==> src/rtl/pwm_enc_pkg.sv <==
// Package: shared defaults and types for the PWM frame encoder.
// Assumes the frame length is a power of two.
package pwm_enc_pkg;

    localparam int DEF_FRAME_LEN = 8;
    localparam int DEF_LFSR_W    = 16;
    localparam logic [15:0] DEF_LFSR_TAPS = 16'hB400;
    localparam logic [15:0] DEF_LFSR_SEED = 16'hACE1;

    typedef enum logic {
        RANGE_FULL       = 1'b0,
        RANGE_RESTRICTED = 1'b1
    } range_mode_e;

endpackage

==> src/rtl/pwm_slot_timer.sv <==
// Module: slot counter that divides the clock into frames.
// Assumes FRAME_LEN is a power of two; slot wraps naturally.
module pwm_slot_timer #(
    parameter int FRAME_LEN = 8,
    localparam int SLOT_W   = $clog2(FRAME_LEN)
) (
    input  logic              clk,
    input  logic              rst_n,
    output logic [SLOT_W-1:0] slot_o,
    output logic              frame_start_o,
    output logic              frame_end_o
);

    localparam logic [SLOT_W-1:0] LAST_SLOT = SLOT_W'(FRAME_LEN - 1);

    logic [SLOT_W-1:0] slot_q;

    // Advance slot every cycle; reset returns to slot 0.
    always_ff @(posedge clk) begin
        if (!rst_n) begin
            slot_q <= '0;
        end else if (slot_q == LAST_SLOT) begin
            slot_q <= '0;
        end else begin
            slot_q <= slot_q + 1'b1;
        end
    end

    // Decode frame boundary markers.
    always_comb begin
        slot_o        = slot_q;
        frame_start_o = (slot_q == '0);
        frame_end_o   = (slot_q == LAST_SLOT);
    end

endmodule

==> src/rtl/pwm_level_hold.sv <==
// Module: takes a new level at frame end, or repeats the held one,
// then clamps it to the range that the restrict control allows.
// Assumes frame_end_i is high for one cycle per frame.
module pwm_level_hold
    import pwm_enc_pkg::*;
#(
    parameter int FRAME_LEN = 8,
    localparam int LVL_W    = $clog2(FRAME_LEN + 1)
) (
    input  logic             clk,
    input  logic             rst_n,
    input  logic             frame_end_i,
    input  logic [LVL_W-1:0] level_i,
    input  logic             level_valid_i,
    input  logic             restrict_i,
    output logic [LVL_W-1:0] level_o
);

    localparam logic [LVL_W-1:0] FULL_MAX  = LVL_W'(FRAME_LEN);
    localparam logic [LVL_W-1:0] RSTR_MAX  = LVL_W'(FRAME_LEN - 1);
    localparam logic [LVL_W-1:0] RSTR_MIN  = LVL_W'(1);
    localparam logic [LVL_W-1:0] RESET_LVL = LVL_W'(FRAME_LEN / 2);

    logic [LVL_W-1:0] level_q;
    logic [LVL_W-1:0] raw_next;
    logic [LVL_W-1:0] sat_next;
    logic [LVL_W-1:0] clamped_next;
    range_mode_e      mode;

    // Choose fresh or repeated level and apply the range limits.
    always_comb begin
        mode     = restrict_i ? RANGE_RESTRICTED : RANGE_FULL;
        raw_next = level_valid_i ? level_i : level_q;
        sat_next = (raw_next > FULL_MAX) ? FULL_MAX : raw_next;
        unique case (mode)
            RANGE_RESTRICTED: begin
                if (sat_next < RSTR_MIN) begin
                    clamped_next = RSTR_MIN;
                end else if (sat_next > RSTR_MAX) begin
                    clamped_next = RSTR_MAX;
                end else begin
                    clamped_next = sat_next;
                end
            end
            default: clamped_next = sat_next;
        endcase
    end

    // Register the level only at the frame boundary.
    always_ff @(posedge clk) begin
        if (!rst_n) begin
            level_q <= RESET_LVL;
        end else if (frame_end_i) begin
            level_q <= clamped_next;
        end
    end

    assign level_o = level_q;

endmodule

==> src/rtl/pwm_rot_lfsr.sv <==
// Module: Fibonacci LFSR stepped once per frame, plus the start
// offset register that it feeds. Assumes TAPS describes a maximal
// length polynomial and SEED is nonzero.
module pwm_rot_lfsr #(
    parameter int          LFSR_W = 16,
    parameter logic [15:0] TAPS   = 16'hB400,
    parameter logic [15:0] SEED   = 16'hACE1,
    parameter int          OFF_W  = 3
) (
    input  logic              clk,
    input  logic              rst_n,
    input  logic              frame_end_i,
    input  logic              rotate_en_i,
    output logic [LFSR_W-1:0] lfsr_o,
    output logic [OFF_W-1:0]  offset_o
);

    localparam logic [LFSR_W-1:0] TAP_MASK  = LFSR_W'(TAPS);
    localparam logic [LFSR_W-1:0] SEED_VAL  = LFSR_W'(SEED);

    logic [LFSR_W-1:0] lfsr_q;
    logic [LFSR_W-1:0] lfsr_step;
    logic [OFF_W-1:0]  offset_q;
    logic              feedback;

    // Compute the next LFSR state from the tap mask.
    always_comb begin
        feedback  = ^(lfsr_q & TAP_MASK);
        lfsr_step = {lfsr_q[LFSR_W-2:0], feedback};
    end

    // Step the LFSR and refresh the offset at each frame boundary.
    always_ff @(posedge clk) begin
        if (!rst_n) begin
            lfsr_q   <= SEED_VAL;
            offset_q <= '0;
        end else if (frame_end_i) begin
            lfsr_q   <= lfsr_step;
            offset_q <= rotate_en_i ? lfsr_step[OFF_W-1:0] : '0;
        end
    end

    assign lfsr_o   = lfsr_q;
    assign offset_o = offset_q;

endmodule

==> src/rtl/pwm_pattern_gen.sv <==
// Module: combinational bit for the current slot. A thermometer mask of
// the level is indexed by the slot position relative to the offset.
// Assumes FRAME_LEN is a power of two, so the subtraction wraps.
module pwm_pattern_gen #(
    parameter int FRAME_LEN = 8,
    localparam int SLOT_W   = $clog2(FRAME_LEN),
    localparam int LVL_W    = $clog2(FRAME_LEN + 1)
) (
    input  logic [SLOT_W-1:0] slot_i,
    input  logic [SLOT_W-1:0] offset_i,
    input  logic [LVL_W-1:0]  level_i,
    output logic              bit_o
);

    logic [FRAME_LEN-1:0] thermo;
    logic [SLOT_W-1:0]    rel_pos;

    // Thermometer code: position i is one when i is below the level.
    for (genvar i = 0; i < FRAME_LEN; i++) begin : g_thermo
        assign thermo[i] = (LVL_W'(i) < level_i);
    end

    // Select the bit for the slot's position within the rotated run.
    always_comb begin
        rel_pos = slot_i - offset_i;
        bit_o   = thermo[rel_pos];
    end

endmodule

==> src/rtl/pwm_frame_encoder.sv <==
// Module: top of the multilevel to PWM encoder. Each level fills one
// frame of FRAME_LEN cycles with a single run of ones, optionally at a
// pseudo-random start slot. Assumes FRAME_LEN is a power of two and
// LFSR_W is at least log2(FRAME_LEN).
module pwm_frame_encoder
    import pwm_enc_pkg::*;
#(
    parameter int          FRAME_LEN = DEF_FRAME_LEN,
    parameter int          LFSR_W    = DEF_LFSR_W,
    parameter logic [15:0] LFSR_TAPS = DEF_LFSR_TAPS,
    parameter logic [15:0] LFSR_SEED = DEF_LFSR_SEED,
    localparam int SLOT_W = $clog2(FRAME_LEN),
    localparam int LVL_W  = $clog2(FRAME_LEN + 1)
) (
    input  logic             clk,
    input  logic             rst_n,
    input  logic [LVL_W-1:0] level_i,
    input  logic             level_valid_i,
    input  logic             rotate_en_i,
    input  logic             restrict_i,
    output logic             bit_o,
    output logic             frame_start_o
);

    logic [SLOT_W-1:0] slot;
    logic              frame_end;
    logic [LVL_W-1:0]  level_q;
    logic [SLOT_W-1:0] offset_q;
    logic [LFSR_W-1:0] lfsr_q;

    pwm_slot_timer #(.FRAME_LEN(FRAME_LEN)) u_timer (
        .clk          (clk),
        .rst_n        (rst_n),
        .slot_o       (slot),
        .frame_start_o(frame_start_o),
        .frame_end_o  (frame_end)
    );

    pwm_level_hold #(.FRAME_LEN(FRAME_LEN)) u_level (
        .clk          (clk),
        .rst_n        (rst_n),
        .frame_end_i  (frame_end),
        .level_i      (level_i),
        .level_valid_i(level_valid_i),
        .restrict_i   (restrict_i),
        .level_o      (level_q)
    );

    pwm_rot_lfsr #(
        .LFSR_W(LFSR_W),
        .TAPS  (LFSR_TAPS),
        .SEED  (LFSR_SEED),
        .OFF_W (SLOT_W)
    ) u_rot (
        .clk        (clk),
        .rst_n      (rst_n),
        .frame_end_i(frame_end),
        .rotate_en_i(rotate_en_i),
        .lfsr_o     (lfsr_q),
        .offset_o   (offset_q)
    );

    pwm_pattern_gen #(.FRAME_LEN(FRAME_LEN)) u_pat (
        .slot_i  (slot),
        .offset_i(offset_q),
        .level_i (level_q),
        .bit_o   (bit_o)
    );

endmodule

==> config.mk <==
export PLATFORM = sky130hd
export DESIGN_NAME = pwm_frame_encoder
export DESIGN_NICKNAME = d
export VERILOG_FILES = /design/src/rtl/pwm_enc_pkg.sv /design/src/rtl/pwm_slot_timer.sv /design/src/rtl/pwm_level_hold.sv /design/src/rtl/pwm_rot_lfsr.sv /design/src/rtl/pwm_pattern_gen.sv /design/src/rtl/pwm_frame_encoder.sv
export SDC_FILE = /design/constraint.sdc
export NUM_CORES = 1
export LEC_CHECK = 0
export ABC_CLOCK_PERIOD_IN_PS = 1900
export BUFFER_PORTS_ARGS = -buffer_cell sky130_fd_sc_hd__clkbuf_2
export CORE_MARGIN = 5
export CORE_UTILIZATION = 41
export DETAILED_ROUTE_END_ITERATION = 8
export GPL_TIMING_DRIVEN = 0
export RECOVER_POWER = 50
export SYNTH_ARGS = -nofsm -noshare
export SYNTH_HDL_FRONTEND = slang
export SYNTH_SLANG_ARGS = --single-unit
==> constraint.sdc <==
create_clock -name clk -period 1.9 [get_ports clk]
set_input_delay 0.475 -clock clk [delete_from_list [all_inputs] [get_ports clk]]
set_output_delay 0.475 -clock clk [all_outputs]
set_load 0.02 [all_outputs]
==> results of run 1 <==
final cells by class:
class / instances / area [sq um]
fill: 277 / 1430
timing repair buffer: 11 / 66.3
inverter: 5 / 18.8
multi-input combinational: 82 / 653
buffer: 7 / 36.3
clock buffer: 4 / 36.3
sequential: 26 / 523
tap: 31 / 38.8
what timing repair did:
action,CTS,global route
setup endpoints to repair,1,1
setup buffers,1,1
gates resized for setup,1,8
pin swaps,0,5
report_power, final:
group / total (mW) / internal [mW] / switching [mW] / leakage, nW
sequential: 0.560 / 0.553 / 0.00682 / 0.211
combinational: 0.0894 / 0.0452 / 0.0442 / 0.268
clock: 0.272 / 0.117 / 0.155 / 0.0210
total: 0.921 / 0.715 / 0.206 / 0.500
worst max-delay path by stage:
stage,from,endpoint,slack [ps],cells after the start
floorplan,u_timer.slot_o[0],bit_o,-170,8
global placement,u_timer.slot_o[0],bit_o,-300,9
detailed placement,u_timer.slot_o[0],bit_o,-330,9
CTS,u_timer.slot_o[0],bit_o,-680,9
global route,u_timer.slot_o[0],bit_o,-760,9
finish,u_timer.slot_o[0],bit_o,-640,9
stage by stage:
stage | setup TNS (ps) | util | area [sq um]
after floorplan | -167 | - | 1220
after detailed placement | -325 | 0.465 | 1310
final | -642 | 0.489 | 1370
after CTS | -682 | 0.481 | 1350
after global routing | -876 | 0.489 | 1370
after global placement | -300 | 0.465 | 1310
worst register-to-register path: stages, from the launching register on:
cell and delay [ps]:
dfxtp_2 350, buf_4 110, ha_1 130, ha_1 140, clkbuf_1 230, clkbuf_1 390
mux2i_1 230, nand2_1 60
synth_stat cells, drive strengths merged:
| cell | n |
|---|---|
| dfxtp | 26 |
| mux2i | 20 |
| nand2 | 12 |
| nor2b | 10 |
| buf | 5 |
| inv | 5 |
| nand2b | 5 |
| o21ai | 5 |
| ha | 4 |
| nand3 | 4 |
| xnor2 | 4 |
| a21boi | 3 |
| and2 | 2 |
| and3b | 2 |
| clkbuf | 2 |
| nand3b | 2 |
| a21oi | 1 |
| a31oi | 1 |
| fa | 1 |
| maj3 | 1 |
| mux2 | 1 |
| nor2 | 1 |
| nor3 | 1 |
| nor3b | 1 |
| xor2 | 1 |
cells in the final DEF (no fill, tap or decap), types with 2 or more instances in the layout:
| cell | n |
|---|---|
| clkbuf_4 | 3 |
| ha_1 | 3 |
| and2_1 | 2 |
| buf_6 | 2 |
| a21boi_0 | 2 |
| dfxtp_2 | 2 |
| nand3_1 | 4 |
| buf_4 | 2 |
| mux2i_1 | 19 |
| inv_2 | 3 |
| clkbuf_1 | 4 |
| nand3b_1 | 2 |
| inv_1 | 2 |
| nand2_1 | 11 |
| dfxtp_1 | 24 |
| clkbuf_2 | 10 |
| nor2b_1 | 10 |
| nand2b_1 | 5 |
| and3b_1 | 2 |
| xnor2_1 | 4 |
| o21ai_1 | 3 |
registers in the layout, summed over array words and instances (netlist names):
signal,flops
u_timer.slot_o,3
u_rot.lfsr_o,16
u_rot.offset_o,3
u_level.level_o,4
kinds of logic after synthesis:
family | Yosys count | synth area share
buf+inv | 12 | 0.0496
mux | 21 | 0.185
flops | 26 | 0.430
xor+xnor | 5 | 0.0362
simple gates | 40 | 0.184
fa+ha+maj | 6 | 0.0672
compound gates | 10 | 0.0485
routing by layer:
metal  share of wire  GRT usage
met1            0.49      0.135
met2            0.47      0.170
met3           0.030     0.0175
met4          0.0084     0.0633
met5               0          0
==> impl_metrics.toml, run 1 <==
[status]
status = "finished with violations"
violations = "negative setup slack"

[synth]
synth_top_area_frac = 0.430
syn_avg_cell_area_sq_um = 10.1
synth_area_leader_cell = "dfxtp_1"
synth_nets = 134
synth_seq_cells = 26
syn_inst = 120
synth.distinct_cells = 30
ys_top_cells_by_area = "dfxtp_1, mux2i_1, nor2b_1"
syn_area_sq_um = 1210
seq_area_frac_synth = 0.430
ys_warn_count = 0

[placed_design]
dp_hpwl_mm = 1.49
dp.cells = 160
place_ws_ps = -325
routabilityCongestion = 0.723
io_buffers = 9

[clocking]
hold_buffers = 0
cts_buffer_depth = 2
numCtsBuffers = 3
cts-htree-levels = 1
clk_latency_ps = 310
root_buffer = "clkbuf_4"
path_clk_slew_ps = 130
cts_tree = "built"
clkSinkCount = 26

[global_routing]
track_usage = 0.107
globalRouteOverflowTotal = 0
grt_start_max_net_pins = 15
grt_pass1_wl_mm = 3.43
grt_pass1_vias = 775
antenna_found_initial = 0

[timing]
timing.final.crit_period_ps = 2540
rsz0062_at_grt = "yes"
whs_ps = 429
slew_headroom = 0.718
slew_violations = 0
fmax_mhz = 393
skew_ps = 2.59
setup_slack_ps = -642
min_period_over_period = 1.34
setup_viol = 1
finalHoldViolations = 0
tightest_slew_ps = 423

[critical_path]
startpoint_type = "flop"
worstSetupPathType = "flop to primary output"
crit_family = "adder cells"
cp.required_ps = 1420
cp_slowest_cell = "fa_1"
path_buf_inv = 4
critPathMaxFanout = 2
crit_chain = "inv_2 > ha_4 > inv_2 > fa_1 > inv_2 > maj3_2 > o21ai_2 > nand2_2 > buf_6"
ff2ff_path_depth = 7
cpMostUsedCell = "inv_2"
r2r_slack_ps = 150
crit_path_end_kind = "primary output"
slowest_delay_ps = 510
rr_startpoint = "u_timer.slot_o[0]"
rr_endpoint = "u_rot.lfsr_o[0]"
cp.arrival_ps = 2070

[die]
die-area_sq_um = 4140
start_util = 0.432
core_area_sq_um = 2810
die_w_um = 64.4
die_y_um = 64.4
rows = 19
pin_count = 11

[routing]
via_per_inst = 4.84
drc = 0
ant_nets = 0
vias = 804
routed_wl_mm = 2.02
drt-initial-drc-count = 52
dr.pass1.iters = 4
wl_per_cell_um = 12.2

[hold_path]
whs_path_depth = 3
holdCritPathClass = "input port to flop"
min_delay_worst_endpoint = "u_level.level_o[0]"
hp-start = "restrict_i"

[finish]
nNetsFinal = 150
antenna_cells = 0
area_growth_pct = 13.3
drive_gt1_frac = 0.222
final-instance-count-excl-fill = 166

[pwr]
p_leak_nw = 0.500
p_per_area_nw_per_um2 = 671
max-vdd-ir-drop_v = 0.000371
finalPower_uw = 921

[job]
drv_cap = 0
Power figures use the tool's default switching activity.
==> run 2: changes to the inputs <==
- CORE_MARGIN: 5 -> 1
- SYNTH_HIERARCHICAL: default -> 1
==> impl_metrics.toml, run 2 <==
[die]
die-area_sq_um = 3200
die_y_um = 56.5
pin_count = 11
rows = 19
start_util = 0.439
die_w_um = 56.5
core_area_sq_um = 2780

[placed_design]
dp_hpwl_mm = 1.51
io_buffers = 10
dp.cells = 160
place_ws_ps = -619
routabilityCongestion = 0.792
place_area_sq_um = 1320

[synth]
synth.distinct_cells = 35
synth_nets = 133
ys_warn_count = 6
syn_area_sq_um = 1220
synthArstFlopShare = 0
synth_common_cells = "dfxtp_1, mux2i_1, nor2b_1, inv_1, nand2_1"
synth_seq_cells = 26
yosysMostFrequentCell = "dfxtp_1"
syn_inst = 119
seq_area_frac_synth = 0.427
ys_top_cells_by_area = "dfxtp_1, mux2i_1, nor2b_1"
synth-edff-count = 0
synth_top_area_frac = 0.427
synth_area_leader_cell = "dfxtp_1"
synth_flop_cell = "dfxtp_1"
syn_avg_cell_area_sq_um = 10.3

[routing]
wl_per_cell_um = 12.3
routed_wl_mm = 2.02
drt-initial-drc-count = 5
drc = 0
vias = 837
ant_nets = 0
dr.pass1.iters = 3
via_per_inst = 5.07

[pwr]
combinationalPowerShare = 0.081
p_per_area_nw_per_um2 = 739
internal_power_uw = 807
sw_frac_of_total = 0.212
p_clk_frac = 0.371
p_leak_nw = 0.494
p_seq_frac = 0.548
max-vdd-ir-drop_v = 0.000534
power.switching_uw = 217

[timing]
whs_ps = 405
slew_headroom = 0.691
fmax_mhz = 358
skew_ps = 5.64
slew_violations = 0
min_period_over_period = 1.47
timing.final.crit_period_ps = 2790
setup_viol = 1
rsz0062_at_grt = "yes"
setup_slack_ps = -893
finalHoldViolations = 0
tightest_slew_ps = 463

[status]
status = "finished with violations"
violations = "negative setup slack"

[clocking]
clk_latency_ps = 320
cts-htree-levels = 1
cts_tree = "built"
clkSinkCount = 26
numCtsBuffers = 3
root_buffer = "clkbuf_4"
cts_buffer_depth = 2
path_clk_slew_ps = 140

[finish]
largest_reg_flops = 16
layout.cells.most_common = "dfxtp_1"
layout_common_cells = "dfxtp_1, mux2i_1, nor2b_1"
drive_gt1_frac = 0.201
post-route-util = 0.498
antenna_cells = 0
nNetsFinal = 149
area_growth_pct = 13.5
final-instance-count-excl-fill = 165
stdcell_area_sq_um = 1390

[global_routing]
grt_pass1_wl_mm = 3.73
antenna_found_initial = 0
globalRouteOverflowTotal = 0
grt_pass1_vias = 868
track_usage = 0.148
grt_start_max_net_pins = 16

[critical_path]
cp.required_ps = 1420
rr_endpoint = "u_rot/lfsr_o[12]"
r2r_slack_ps = 100
startpoint_type = "flop"
worstSetupPathType = "flop to primary output"
ff2ff_path_depth = 7
rr_startpoint = "u_timer/slot_o[0]"
critPathMaxFanout = 2
crit_path_end_kind = "primary output"
cp.arrival_ps = 2320

[job]
drv_cap = 0

[hold_path]
whs_path_depth = 3
holdCritPathClass = "input port to flop"
min_delay_worst_endpoint = "u_rot/offset_o[0]"
hp-start = "rotate_en_i"
[run 2: power groups by stage]
stage                     Combinational [mW]  Clock, mW  Sequential (mW)
after floorplan                       0.0486          0            0.572
after global placement                0.0747          0            0.573
after detailed placement              0.0767          0            0.574
after CTS                             0.0840      0.395            0.561
after global routing                  0.0923      0.413            0.563
final                                 0.0825      0.380            0.561
[run 2: area by class of cell]
type	instances	area, sq um
plain buffers	6	30.0
clock buffers	3	22.5
clock inverters	1	30.0
fillers	294	1400
inverters	8	32.5
multi-input cells	79	638
flip-flops and latches	26	526
well taps	31	38.8
repair buffers	11	67.6
[run 2: what timing repair did]
action	in CTS	in global routing
pin swaps	4	2
setup endpoints to repair	1	1
hold endpoints to repair	0	0
hold buffers	0	0
gates resized for setup	5	2
setup buffers	1	0
[run 2: worst max-delay path by stage]
| stage | start | to | slack [ps] | cells past startpoint |
|---|---|---|---|---|
| global placement | u_timer/slot_o[0] | bit_o | -610 | 9 |
| CTS | u_timer/slot_o[0] | bit_o | -980 | 9 |
| detailed placement | u_timer/slot_o[0] | bit_o | -620 | 9 |
| floorplan | u_timer/slot_o[0] | bit_o | -450 | 8 |
| finish | u_timer/slot_o[0] | bit_o | -890 | 9 |
| global route | u_timer/slot_o[0] | bit_o | -1000 | 9 |
[run 2: logic make-up (layout without fill, tap and decap cells)]
group,after synthesis,in the layout,share of synthesized area
buf+inv,14,29,0.0595
fa+ha+maj,7,7,0.0749
simple gates,39,39,0.196
compound gates,12,12,0.0759
flops,26,26,0.427
mux,16,16,0.131
xor+xnor,5,5,0.0359
[run 2: critical path, stage by stage (launching register included)]
cell and delay (ps):
dfxtp_4 380, inv_4 50, ha_4 110, inv_2 30, fa_1 470, inv_1 40
maj3_2 280, maj3_2 290, or2_4 230, buf_8 130
[run 2: per-layer routing]
metal	up-vias	GRT usage	wire, um
met5	-	0	0
li1	439	-	-
met2	7	0.254	993
met1	388	0.184	953
met4	0	0.0418	17
met3	3	0.0323	58
[run 2: stage by stage]
stage,power (mW),TNS [ps]
floorplan,0.620,-455
global placement,0.648,-606
global route,1.07,-1130
finish,1.02,-893
CTS,1.04,-979
detailed placement,0.651,-619
